## config.mk

```make
export PLATFORM = sky130hd
export DESIGN_NAME = arf_scheduler
export DESIGN_NICKNAME = d
export VERILOG_FILES = /design/src/rtl/arf_pkg.sv /design/src/rtl/arf_interval_timer.sv /design/src/rtl/arf_debt_counter.sv /design/src/rtl/arf_recovery_timer.sv /design/src/rtl/arf_request_gen.sv /design/src/rtl/arf_scheduler.sv
export SDC_FILE = /design/constraint.sdc
export NUM_CORES = 1
export LEC_CHECK = 0
export ABC_AREA = 1
export BUFFER_PORTS_ARGS = -buffer_cell sky130_fd_sc_hd__buf_2
export CORE_ASPECT_RATIO = 0.9
export CORE_MARGIN = 2
export CORE_UTILIZATION = 30
export DETAILED_ROUTE_END_ITERATION = 6
export PLACE_DENSITY = 0.47
export SLEW_MARGIN = 20
export SYNTH_ARGS = -nofsm -noshare
export SYNTH_HDL_FRONTEND = slang
export SYNTH_SLANG_ARGS = --single-unit
```

## constraint.sdc

```tcl
create_clock -name clk -period 2.2 [get_ports clk]
set_input_delay 0.44 -clock clk [delete_from_list [all_inputs] [get_ports clk]]
set_output_delay 0.44 -clock clk [all_outputs]
set_load 0.005 [all_outputs]
```

## src/rtl/arf_pkg.sv

```systemverilog
package arf_pkg;

  // How the backlog counter moves on the next edge.
  typedef enum logic [1:0] {
    DEBT_HOLD = 2'd0,
    DEBT_INC  = 2'd1,
    DEBT_DEC  = 2'd2
  } debt_op_e;

  // Combine a credit arrival and an accepted grant into one counter move.
  function automatic debt_op_e pick_op(input logic credit, input logic take);
    if (credit && !take)      return DEBT_INC;
    else if (take && !credit) return DEBT_DEC;
    else                      return DEBT_HOLD;
  endfunction

endpackage

```

## src/rtl/arf_interval_timer.sv

```systemverilog
module arf_interval_timer #(
  parameter int INTERVAL_CYC = 3900
) (
  input  logic clk,
  input  logic rst,
  output logic credit
);
  localparam int CW = (INTERVAL_CYC > 1) ? $clog2(INTERVAL_CYC) : 1;
  localparam logic [CW-1:0] LAST = CW'(INTERVAL_CYC - 1);

  logic [CW-1:0] cnt_q;

  // The credit fires in the last cycle of each period.
  assign credit = (cnt_q == LAST);

  always_ff @(posedge clk) begin
    if (rst)         cnt_q <= '0;
    else if (credit) cnt_q <= '0;
    else             cnt_q <= cnt_q + 1'b1;
  end
endmodule

```

## src/rtl/arf_debt_counter.sv

```systemverilog
module arf_debt_counter
  import arf_pkg::*;
#(
  parameter int MAX_DEBT = 8,
  parameter int DW       = $clog2(MAX_DEBT + 1)
) (
  input  logic          clk,
  input  logic          rst,
  input  debt_op_e      op,
  output logic [DW-1:0] level,
  output logic [DW-1:0] level_nxt
);
  localparam logic [DW-1:0] FULL = DW'(MAX_DEBT);

  always_comb begin
    level_nxt = level;
    unique case (op)
      DEBT_INC: if (level != FULL)  level_nxt = level + 1'b1;
      DEBT_DEC: if (level != '0)    level_nxt = level - 1'b1;
      default:                      level_nxt = level;
    endcase
  end

  always_ff @(posedge clk) begin
    if (rst) level <= '0;
    else     level <= level_nxt;
  end
endmodule

```

## src/rtl/arf_recovery_timer.sv

```systemverilog
module arf_recovery_timer #(
  parameter int TRFC_CYC = 20
) (
  input  logic clk,
  input  logic rst,
  input  logic start,
  output logic busy_nxt,
  output logic busy
);
  localparam int TW = $clog2(TRFC_CYC + 1);
  localparam logic [TW-1:0] LOAD = TW'(TRFC_CYC);

  logic [TW-1:0] left_q, left_d;

  always_comb begin
    if (start)             left_d = LOAD;
    else if (left_q != '0) left_d = left_q - 1'b1;
    else                   left_d = '0;
  end

  assign busy_nxt = (left_d != '0);

  always_ff @(posedge clk) begin
    if (rst) begin
      left_q <= '0;
      busy   <= 1'b0;
    end else begin
      left_q <= left_d;
      busy   <= busy_nxt;
    end
  end
endmodule

```

## src/rtl/arf_request_gen.sv

```systemverilog
module arf_request_gen #(
  parameter int MAX_DEBT = 8,
  parameter int DW       = $clog2(MAX_DEBT + 1)
) (
  input  logic          clk,
  input  logic          rst,
  input  logic [DW-1:0] level_nxt,
  input  logic          busy_nxt,
  input  logic          cmd_idle,
  input  logic          banks_closed,
  output logic          req_lazy,
  output logic          req_urgent
);
  localparam logic [DW-1:0] FULL = DW'(MAX_DEBT);

  logic full_d, lazy_d;

  assign full_d = (level_nxt == FULL);
  assign lazy_d = (level_nxt != '0) && !full_d && cmd_idle && banks_closed && !busy_nxt;

  always_ff @(posedge clk) begin
    if (rst) begin
      req_lazy   <= 1'b0;
      req_urgent <= 1'b0;
    end else begin
      req_lazy   <= lazy_d;
      req_urgent <= full_d;
    end
  end
endmodule

```

## src/rtl/arf_scheduler.sv

```systemverilog
module arf_scheduler
  import arf_pkg::*;
#(
  parameter int INTERVAL_CYC = 3900,
  parameter int TRFC_CYC     = 20,
  parameter int MAX_DEBT     = 8,
  localparam int DW          = $clog2(MAX_DEBT + 1)
) (
  input  logic          clk,
  input  logic          rst,
  input  logic          cmd_idle,
  input  logic          banks_closed,
  input  logic          ref_grant,
  output logic          req_lazy,
  output logic          req_urgent,
  output logic          rfc_busy,
  output logic [DW-1:0] backlog
);
  logic          credit;
  logic          take;
  logic          busy_nxt;
  logic [DW-1:0] level_nxt;
  debt_op_e      op;

  arf_interval_timer #(.INTERVAL_CYC(INTERVAL_CYC)) u_tick (
    .clk(clk), .rst(rst), .credit(credit)
  );

  // A grant counts only if something is owed, banks are shut and recovery is over.
  assign take = ref_grant && (backlog != '0) && banks_closed && !rfc_busy;
  assign op   = pick_op(credit, take);

  arf_debt_counter #(.MAX_DEBT(MAX_DEBT), .DW(DW)) u_debt (
    .clk(clk), .rst(rst), .op(op), .level(backlog), .level_nxt(level_nxt)
  );

  arf_recovery_timer #(.TRFC_CYC(TRFC_CYC)) u_rfc (
    .clk(clk), .rst(rst), .start(take), .busy_nxt(busy_nxt), .busy(rfc_busy)
  );

  arf_request_gen #(.MAX_DEBT(MAX_DEBT), .DW(DW)) u_req (
    .clk(clk), .rst(rst), .level_nxt(level_nxt), .busy_nxt(busy_nxt),
    .cmd_idle(cmd_idle), .banks_closed(banks_closed),
    .req_lazy(req_lazy), .req_urgent(req_urgent)
  );
endmodule

```

### Word level (Yosys, flattened, before mapping)

Index checks and enable logic that the tools add are counted.

| storage, ports and cells | value |
|---|---|
| bits in registers | 24 |
| input bits | 5 |
| word-level logic and storage cells | 41 |

| cells by class | value |
|---|---|
| mux-type cells | 7 |
| add/sub/neg operators | 4 |
| equal/unequal tests | 5 |
| reduce and logical (&&, ||, !) cells | 19 |

Operators by type and width:

| kind | count |
|---|---|
| 12-bit by 1-bit adder with 12-bit output, second input constant | 1 |
| 12-bit equality test, second input constant | 1 |
| 5-bit two-way mux | 2 |
| 5-bit nonzero test | 2 |
| 1-bit logical AND | 9 |
| 4-bit two-way mux | 2 |
| 4-bit case mux with 2 select lines | 1 |
| 4-bit nonzero test | 2 |
| 1-bit logical NOT | 5 |
| 5-bit by 1-bit subtractor with 5-bit output, second input constant | 1 |
| 4-bit by 1-bit adder with 4-bit output, second input constant | 1 |
| 4-bit equality test, second input constant | 1 |
| 2-bit two-way mux | 2 |
| 4-bit inequality test, second input constant | 1 |
| 4-bit by 1-bit subtractor with 4-bit output, second input constant | 1 |
| 2-bit by 1-bit equality test with 1-bit output, second input constant | 1 |
| 2-bit equality test, second input constant | 1 |
| 2-bit OR reduction | 1 |

### Longest topological paths before layout

Gate-level depths: netlist of the first run.

| logic depth | value |
|---|---|
| depth in word-level cells | 15 |
| gate-level depth with buffers | 14 |

### Cells and area by module

Synthesis of the first run repeated with hierarchy kept, for this count alone.

| unflattened totals | value |
|---|---|
| cell total of the unflattened synthesis | 219 |
| area, all modules | 1,510.2 um^2 |

By module, submodules not included:

| module | area each (um^2) | instances | cells each | sequential area each (um^2) |
|---|---|---|---|---|
| arf_interval_timer | 673.1 | 1 | 81 | 240.2 |
| arf_debt_counter | 399.1 | 1 | 69 | 80.1 |
| arf_recovery_timer | 301.5 | 1 | 43 | 120.1 |
| arf_request_gen | 92.6 | 1 | 16 | 40.0 |
| arf_scheduler | 43.8 | 1 | 10 | 0.0 |

### Least setup slack after synthesis of the first run

Ideal clock, no wire load.

| timing path | value |
|---|---|
| path type | register to register |
| from | register u_debt.level[0] |
| to | register u_req.req_lazy |
| buffers on the path | 0 |
| period minus slack after synthesis | 1.928 ns |
| setup slack | 0.272 ns |
| stages on the path, launching flop included | 14 |
| arrival time | 1.816 ns |
| library setup time | 0.112 ns |
| cell sequence | dfxtp_1 -> inv_1 -> ha_1 -> nand2_1 -> nand2_4 -> ha_1 -> inv_1 -> nand2_1 -> nand2_1 -> nand2_1 -> inv_1 -> nand2_1 -> nor2_1 -> nor2_1 |

| between the ends | value |
|---|---|
| longest elaborated chain between the ends | 15 |

Ends and longest elaborated chain:

| item | line | text |
|---|---|---|
| start, declared | arf_debt_counter.sv:10 | `output logic [DW-1:0] level,` |
| start signal, assigned | arf_debt_counter.sv:26 | `else level <= level_nxt;` |
| 4-bit nonzero test | arf_debt_counter.sv:19, arf_scheduler.sv:30 |  |
| 1-bit logical AND (3 in a row) | arf_scheduler.sv:30 | `assign take = ref_grant && (backlog != '0) && banks_closed && !rfc_busy;` |
| 1-bit logical AND or 1-bit logical NOT (tied branches) | arf_pkg.sv:13, arf_pkg.sv:12 |  |
| 2-bit two-way mux or 1-bit logical AND (tied branches) | arf_pkg.sv:13, arf_pkg.sv:12 |  |
| 2-bit two-way mux | arf_pkg.sv:12 | `if (credit && !take) return DEBT_INC;` |
| 2-bit equality test or 2-bit by 1-bit equality test with 1-bit output (tied branches) | arf_debt_counter.sv:17 | `unique case (op)` |
| 4-bit case mux with 2 select lines | arf_debt_counter.sv:17 |  |
| 4-bit equality test | arf_request_gen.sv:18 | `assign full_d = (level_nxt == FULL);` |
| 1-bit logical NOT | arf_request_gen.sv:19 | `assign lazy_d = (level_nxt != '0) && !full_d && cmd_idle && banks_closed && !busy_nxt;` |
| 1-bit logical AND (3 in a row) | arf_request_gen.sv:19 |  |
| 1-bit logical AND * | arf_request_gen.sv:19 |  |
| end signal, assigned | arf_request_gen.sv:26 | `req_lazy <= lazy_d;` |
| end, declared | arf_request_gen.sv:11 | `output logic req_lazy,` |

Mark *: on every way between the ends. The rest lies on a longest branch, timed or not.
A chain may end at the register's enable or synchronous reset.

### Final worst setup path of the first run

| timing path | value |
|---|---|
| from | register u_tick.cnt_q[1] |
| to | register u_req.req_lazy |

| between the ends | value |
|---|---|
| longest elaborated chain between the ends | 13 |

Ends and longest elaborated chain:

| item | line | text |
|---|---|---|
| start, declared | arf_interval_timer.sv:11 | `logic [CW-1:0] cnt_q;` |
| start signal, assigned | arf_interval_timer.sv:19 | `else cnt_q <= cnt_q + 1'b1;` |
| 12-bit equality test * | arf_interval_timer.sv:14 | `assign credit = (cnt_q == LAST);` |
| 1-bit logical NOT | arf_pkg.sv:13 | `else if (take && !credit) return DEBT_DEC;` |
| 1-bit logical AND | arf_pkg.sv:13 |  |
| 2-bit two-way mux | arf_pkg.sv:13 |  |
| 2-bit two-way mux * | arf_pkg.sv:12 |  |
| 2-bit equality test or 2-bit by 1-bit equality test with 1-bit output (tied branches) | arf_debt_counter.sv:17 |  |
| 4-bit case mux with 2 select lines * | arf_debt_counter.sv:17 |  |
| 4-bit equality test | arf_request_gen.sv:18 |  |
| 1-bit logical NOT | arf_request_gen.sv:19 |  |
| 1-bit logical AND * (4 in a row) | arf_request_gen.sv:19 |  |

Marked as above.

==> impl_metrics.env, run 1 <==
export IMPL_status="finished clean"
export IMPL_grt_busiest_layer="met2"
export IMPL_post_synth_top_area_fraction_pct=35.4
export IMPL_finalSetupViolCount=0
export IMPL_yosys_area_top_type="dfxtp_1"
export IMPL_grt_util_met3_pct=4.12
export IMPL_p_int_uw=858
export IMPL_required_ns=2.36
export IMPL_first_pass_iters=4
export IMPL_tns_ns=0
export IMPL_critical_path_class="register to register"
export IMPL_place_congestion=0.851
export IMPL_nets=229
export IMPL_cap_violations=0
export IMPL_power_switching_uw=390
export IMPL_worstSetupStartpointType="register"
export IMPL_worst_path_largest_cell_delay_ns=0.35
export IMPL_clkLatencyLatePin_ns=0.27
export IMPL_power_frac_clock_pct=31.2
export IMPL_final_area_um2=1580
export IMPL_std_cell_rows=23
export IMPL_syn_inst=199
export IMPL_port_buffers=11
export IMPL_cts_buffers=3
export IMPL_fin_crit_ns=1.99
export IMPL_path_cells="ha_2 -> inv_1 -> nor3_2 -> nand4_1 -> buf_4 -> ha_1 -> nand3_1 -> nand2_1 -> nand2_1 -> nand2_1 -> inv_1 -> nand2_1 -> nor2_1 -> nor2_1"
export IMPL_whs_ns=0.418
export IMPL_seq_power_share_pct=41.4
export IMPL_hpwl_um=2200
export IMPL_die_y_um=67.8
export IMPL_grt_max_degree=15
export IMPL_grt_usage_pct=12.6
export IMPL_drtAntennaViolNets=0
export IMPL_syn_num_nets=211
export IMPL_grtUsageMet1_pct=16.3
export IMPL_root_buffer="clkbuf_8"
export IMPL_share_comb_of_total_power_pct=27.4
export IMPL_drc=0
export IMPL_cts_tree="yes"
export IMPL_viasPerCell=4.33
export IMPL_clk_path_buf_depth=2
export IMPL_seq_area_frac_synth_pct=35.4
export IMPL_layout_common_cells="46 x nand2_1, 33 x inv_1, 23 x dfxtp_1"
export IMPL_cp_end_kind="register"
export IMPL_ios=12
export IMPL_place_area_um2=1500
export IMPL_crit_path_top_delay_cell="dfxtp_1"
export IMPL_max_freq_ghz=0.504
export IMPL_ir_drop_v=0.000481
export IMPL_layout_drive_gt1_share_pct=16.7
export IMPL_die_w_um=74.9
export IMPL_powerDensity_nw_per_um2=788
export IMPL_grt_overflow=0
export IMPL_p_leak_nw=0.777
export IMPL_syn_area_um2=1360
export IMPL_avgSynthCellArea_um2=6.82
export IMPL_grt_pass1_vias=1137
export IMPL_slew_headroom_pct=83.0
export IMPL_synth_distinct_cells=25
export IMPL_final_common_cell="nand2_1"
export IMPL_synth_seq_cells=24
export IMPL_power_mw=1.25
export IMPL_min_path_type="register to register"
export IMPL_min_from="u_tick.cnt_q[0]$_SDFF_PP0_"
export IMPL_start_util_pct=30.8
export IMPL_fin_util_pct=36.0
export IMPL_htree_levels=1
export IMPL_post_route_period_util_pct=90.3
export IMPL_crit_fanout=4
export IMPL_clk_pin_slew_ns=0.09
export IMPL_drv_slew=0
export IMPL_crit_arrival_ns=2.15
export IMPL_worst_path_most_repeated_cell="nand2_1"
export IMPL_r2r_cells=14
export IMPL_grt_antenna_before_repair=0
export IMPL_holdPathStages=1
export IMPL_core_area_um2=4400
export IMPL_syn2layout_area_growth_pct=16.7
export IMPL_hold_viol=0
export IMPL_r2r_start="u_tick.cnt_q[1]$_SDFF_PP0_"
export IMPL_yosysWarnings=0
export IMPL_num_vias=1204
export IMPL_switching_share_pct=31.2
export IMPL_grtUsageMet2_pct=20.3
export IMPL_drt_iter0_markers=96
export IMPL_cts_sinks=24
export IMPL_regToRegSetupSlack_ns=0.21
export IMPL_min_to="u_tick.cnt_q[0]$_SDFF_PP0_"
export IMPL_synthTopCellsByArea="dfxtp_1 35%, nand2_1 13%, inv_1 9.4%"
export IMPL_finClkSkew_ns=0.00477
export IMPL_grt_pass1_wl_um=4890
export IMPL_wire_per_inst_um=9.97
export IMPL_antenna_cells=0
export IMPL_die_area_um2=5080
export IMPL_postRouteWirelength_um=2770
export IMPL_reg2reg_to="u_req.req_lazy$_SDFF_PP0_"
export IMPL_max_slew_worst_pin_slew_ns=0.255
routing by layer:
layer  wire length, µm  part of all wire [%]
met1              1420                    51
met2              1190                    43
met3               139                   5.0
met4                22                  0.79
met5                 0                     0
power groups by stage:
stage                     Clock [mW]  Combinational, mW  Sequential (mW)
after CTS                      0.407              0.348            0.516
after floorplan                    0              0.282            0.519
after global routing           0.419              0.417            0.524
final                          0.390              0.342            0.517
after global placement             0              0.352            0.527
after detailed placement           0              0.346            0.526
Yosys cell counts, drive strengths merged:
cell,instances
ha,7
nand4,5
o21ai,2
xor2,3
nor3b,1
and3,2
or2,4
nand2,50
nor3,7
o211ai,1
nand3,18
buf,2
dfxtp,24
nor2,26
a21oi,12
inv,35
through the flow:
stage	setup slack, ns	std cells
floorplan	0.272	199
global placement	0.139	273
detailed placement	0.133	273
CTS	0.0800	277
global route	-0.00123	278
finish	0.214	278
worst max-delay path by stage:
stage / endpoint / from / slack, ns / depth (start not counted)
floorplan: u_req.req_lazy$_SDFF_PP0_ / u_debt.level[0]$_SDFF_PP0_ / 0.27 / 13
global placement: u_req.req_lazy$_SDFF_PP0_ / u_tick.cnt_q[0]$_SDFF_PP0_ / 0.14 / 14
detailed placement: u_req.req_lazy$_SDFF_PP0_ / u_tick.cnt_q[0]$_SDFF_PP0_ / 0.13 / 14
CTS: u_req.req_lazy$_SDFF_PP0_ / u_tick.cnt_q[0]$_SDFF_PP0_ / 0.08 / 14
global route: u_req.req_lazy$_SDFF_PP0_ / u_tick.cnt_q[1]$_SDFF_PP0_ / -0.001 / 14
finish: u_req.req_lazy$_SDFF_PP0_ / u_tick.cnt_q[1]$_SDFF_PP0_ / 0.21 / 14
final cells by class:
cell class,count,area (µm²)
Clock buffer,3,41.3
Clock inverter,1,30.0
Fill cell,491,2820
Inverter,35,131
Multi-Input combinational cell,138,737
Sequential cell,24,482
Tap cell,62,77.6
Timing Repair Buffer,15,85.1
critical path: cells and delay by family (launching register included):
kind          cells  cell delay, ns
buf+inv           3            0.32
simple gates      9            0.80
fa+ha+maj         2            0.41
flops             1            0.35
cells by family after synthesis:
| family | after synthesis | share of synthesized area, % |
|---|---|---|
| AOI/OAI and AO/OA | 15 | 5.71 |
| xor gates and xnor gates | 3 | 1.94 |
| adders and majority gates | 7 | 6.45 |
| buffers and inverters | 37 | 10.9 |
| DFF | 24 | 35.4 |
| and+or+nand+nor | 113 | 39.6 |
flip-flops by register name, summed over array words and instances (netlist names):
signal	cells
u_req.req_lazy	1
u_rfc.busy	1
u_req.req_urgent	1
u_rfc.left_q	5
u_debt.level	4
u_tick.cnt_q	12
repair_timing:
item | in CTS | in global routing
gates resized for setup | 0 | 4
setup endpoints to repair | 0 | 4
hold buffers | 0 | 0
setup buffers | 0 | 1
(Power assumes the default switching activity.)
==> inputs of run 2 (changes only) <==
--- a/config.mk
+++ b/config.mk
@@ -11,6 +11,7 @@
 export CORE_MARGIN = 2
 export CORE_UTILIZATION = 30
 export DETAILED_ROUTE_END_ITERATION = 6
+export GPL_TIMING_DRIVEN = 0
 export PLACE_DENSITY = 0.47
 export SLEW_MARGIN = 20
 export SYNTH_ARGS = -nofsm -noshare
==> run 2 against run 1 <==
Routed wire length decreased by 2.6%. Worst hold slack got worse by 0.0032 ns. Global-route usage decreased by 0.57 points. Clock power decreased by 22%. Critical path depth unchanged. Setup slack got worse by 0.0071 ns. Sequential power about the same. Final area decreased by 0.79%. Combinational power increased by 1%.
==> impl_metrics.env, run 2 (synthesis gave the netlist of run 1 again) <==
export IMPL_final_common_cell="nand2_1"
export IMPL_drt_iter0_markers=34
export IMPL_critical_path_startpoint="u_tick.cnt_q[0]$_SDFF_PP0_"
export IMPL_crit_arrival_ns=2.16
export IMPL_nets=228
export IMPL_layout_drive_gt1_share_pct=18.1
export IMPL_cap_violations=0
export IMPL_die_w_um=74.9
export IMPL_viasPerCell=4.20
export IMPL_largest_reg_flops=12
export IMPL_reg_largest_list="u_tick.cnt_q x12, u_rfc.left_q x5, u_debt.level x4"
export IMPL_drv_slew=0
export IMPL_critical_path_class="register to register"
export IMPL_root_buffer="clkbuf_8"
export IMPL_powerDensity_nw_per_um2=741
export IMPL_core_area_um2=4400
export IMPL_htree_levels=1
export IMPL_regMostFlops="u_tick.cnt_q"
export IMPL_reg2reg_to="u_req.req_lazy$_SDFF_PP0_"
export IMPL_grt_usage_pct=12.0
export IMPL_setup_worst_path_end="u_req.req_lazy$_SDFF_PP0_"
export IMPL_die_y_um=67.8
export IMPL_start_util_pct=30.8
export IMPL_clk_pin_slew_ns=0.09
export IMPL_nFillCells=498
export IMPL_crit_fanout=5
export IMPL_ios=12
export IMPL_tns_ns=0
export IMPL_std_cell_rows=23
export IMPL_rsz0062_at_grt="false"
export IMPL_finClkSkew_ns=0.00108
export IMPL_r2r_start="u_tick.cnt_q[0]$_SDFF_PP0_"
export IMPL_ir_drop_v=0.000370
export IMPL_finalNonFillerCells=277
export IMPL_seq_area_um2=484
export IMPL_fin_crit_ns=1.99
export IMPL_status="finished clean"
export IMPL_max_freq_ghz=0.502
export IMPL_grt_pass1_vias=1076
export IMPL_num_vias=1164
export IMPL_slew_headroom_pct=81.0
export IMPL_port_buffers=10
export IMPL_hold_viol=0
export IMPL_clk_path_buf_depth=2
export IMPL_clkLatencyLatePin_ns=0.26
export IMPL_worstSetupStartpointType="register"
export IMPL_p_leak_nw=0.766
export IMPL_layout_common_cells="45 x nand2_1, 33 x inv_1, 22 x nor2_1"
export IMPL_wire_per_inst_um=9.75
export IMPL_hpwl_um=2110
export IMPL_first_pass_iters=4
export IMPL_antenna_cells=0
export IMPL_finalSetupViolCount=0
export IMPL_syn2layout_area_growth_pct=15.8
export IMPL_drc=0
export IMPL_cts_buffers=3
export IMPL_post_route_period_util_pct=90.6
export IMPL_regToRegSetupSlack_ns=0.21
export IMPL_required_ns=2.37
export IMPL_max_slew_worst_pin_slew_ns=0.283
export IMPL_grt_pass1_wl_um=4740
export IMPL_r2r_cells=14
export IMPL_die_area_um2=5080
export IMPL_cts_sinks=24
export IMPL_cp_end_kind="register"
export IMPL_place_congestion=0.826
export IMPL_multi_input_area_um2=742
export IMPL_grt_max_degree=14
export IMPL_drtAntennaViolNets=0
export IMPL_cts_tree="yes"
export IMPL_whs_ns=0.415
export IMPL_grt_overflow=0
export IMPL_min_path_type="register to register"
export IMPL_grt_antenna_before_repair=0
export IMPL_power_mw=1.17
export IMPL_dp_cells=271
export IMPL_postRouteWirelength_um=2700
## run 2: per-stage QoR
stage | setup WS, ns | util, % | cell area, µm²
after floorplan | 0.272 | - | 1360
after global routing | 0.0156 | 35.7 | 1570
after CTS | 0.0265 | 35.0 | 1540
after global placement | -0.0448 | 33.7 | 1490
after detailed placement | -0.0210 | 33.7 | 1490
final | 0.207 | 35.7 | 1570
## run 2: per-layer routing
metal | vias up | GRT usage (%) | wire [µm]
met3 | 2 | 2.21 | 68
met2 | 13 | 16.9 | 1080
met4 | 0 | 4.02 | 27
met1 | 494 | 18.1 | 1530
li1 | 655 | - | -
met5 | - | 0 | 0
## run 2: where the power goes
group	leakage (nW)	internal [mW]	switching [mW]
Sequential	0.197	0.483	0.0317
Combinational	0.541	0.134	0.212
Clock	0.0288	0.160	0.145
## run 2: repair_timing
item	CTS	global route
gates resized for setup	1	7
buffers inserted	0	2
pin swaps	0	1
cloned	0	0
setup endpoints to repair	1	2
hold buffers	0	0
## run 2: how the worst min path moves through the flow
stage                                      end  slack, ns                  startpoint  depth (start not counted)
floorplan           u_rfc.left_q[0]$_SDFF_PP0_       0.40  u_rfc.left_q[0]$_SDFF_PP0_                          1
global route        u_tick.cnt_q[0]$_SDFF_PP0_       0.43  u_tick.cnt_q[0]$_SDFF_PP0_                          1
CTS                 u_rfc.left_q[0]$_SDFF_PP0_       0.42  u_rfc.left_q[0]$_SDFF_PP0_                          1
detailed placement  u_rfc.left_q[0]$_SDFF_PP0_       0.41  u_rfc.left_q[0]$_SDFF_PP0_                          1
finish              u_tick.cnt_q[0]$_SDFF_PP0_       0.41  u_tick.cnt_q[0]$_SDFF_PP0_                          1
global placement    u_rfc.left_q[0]$_SDFF_PP0_       0.41  u_rfc.left_q[0]$_SDFF_PP0_                          1
## run 2: layout make-up
| type | count | share of cell area [%] |
|---|---|---|
| buffer | 2 | 1.04 |
| clock buffer | 4 | 3.50 |
| inverter | 35 | 8.36 |
| multi-input combinational | 138 | 47.2 |
| sequential | 24 | 30.8 |
| tap | 62 | 4.94 |
| timing repair buffer | 12 | 4.14 |
## run 2: worst max-delay path: stages (launching register included)
cell and delay (ns):
dfxtp_2 0.34, ha_1 0.18, inv_1 0.08, nor3_2 0.17, nand4_1 0.17, inv_1 0.09
ha_1 0.27, inv_2 0.11, nand2_1 0.08, nand2_1 0.07, nand2_1 0.05, inv_1 0.08
nand2_1 0.06, nor2_1 0.10, nor2_1 0.05
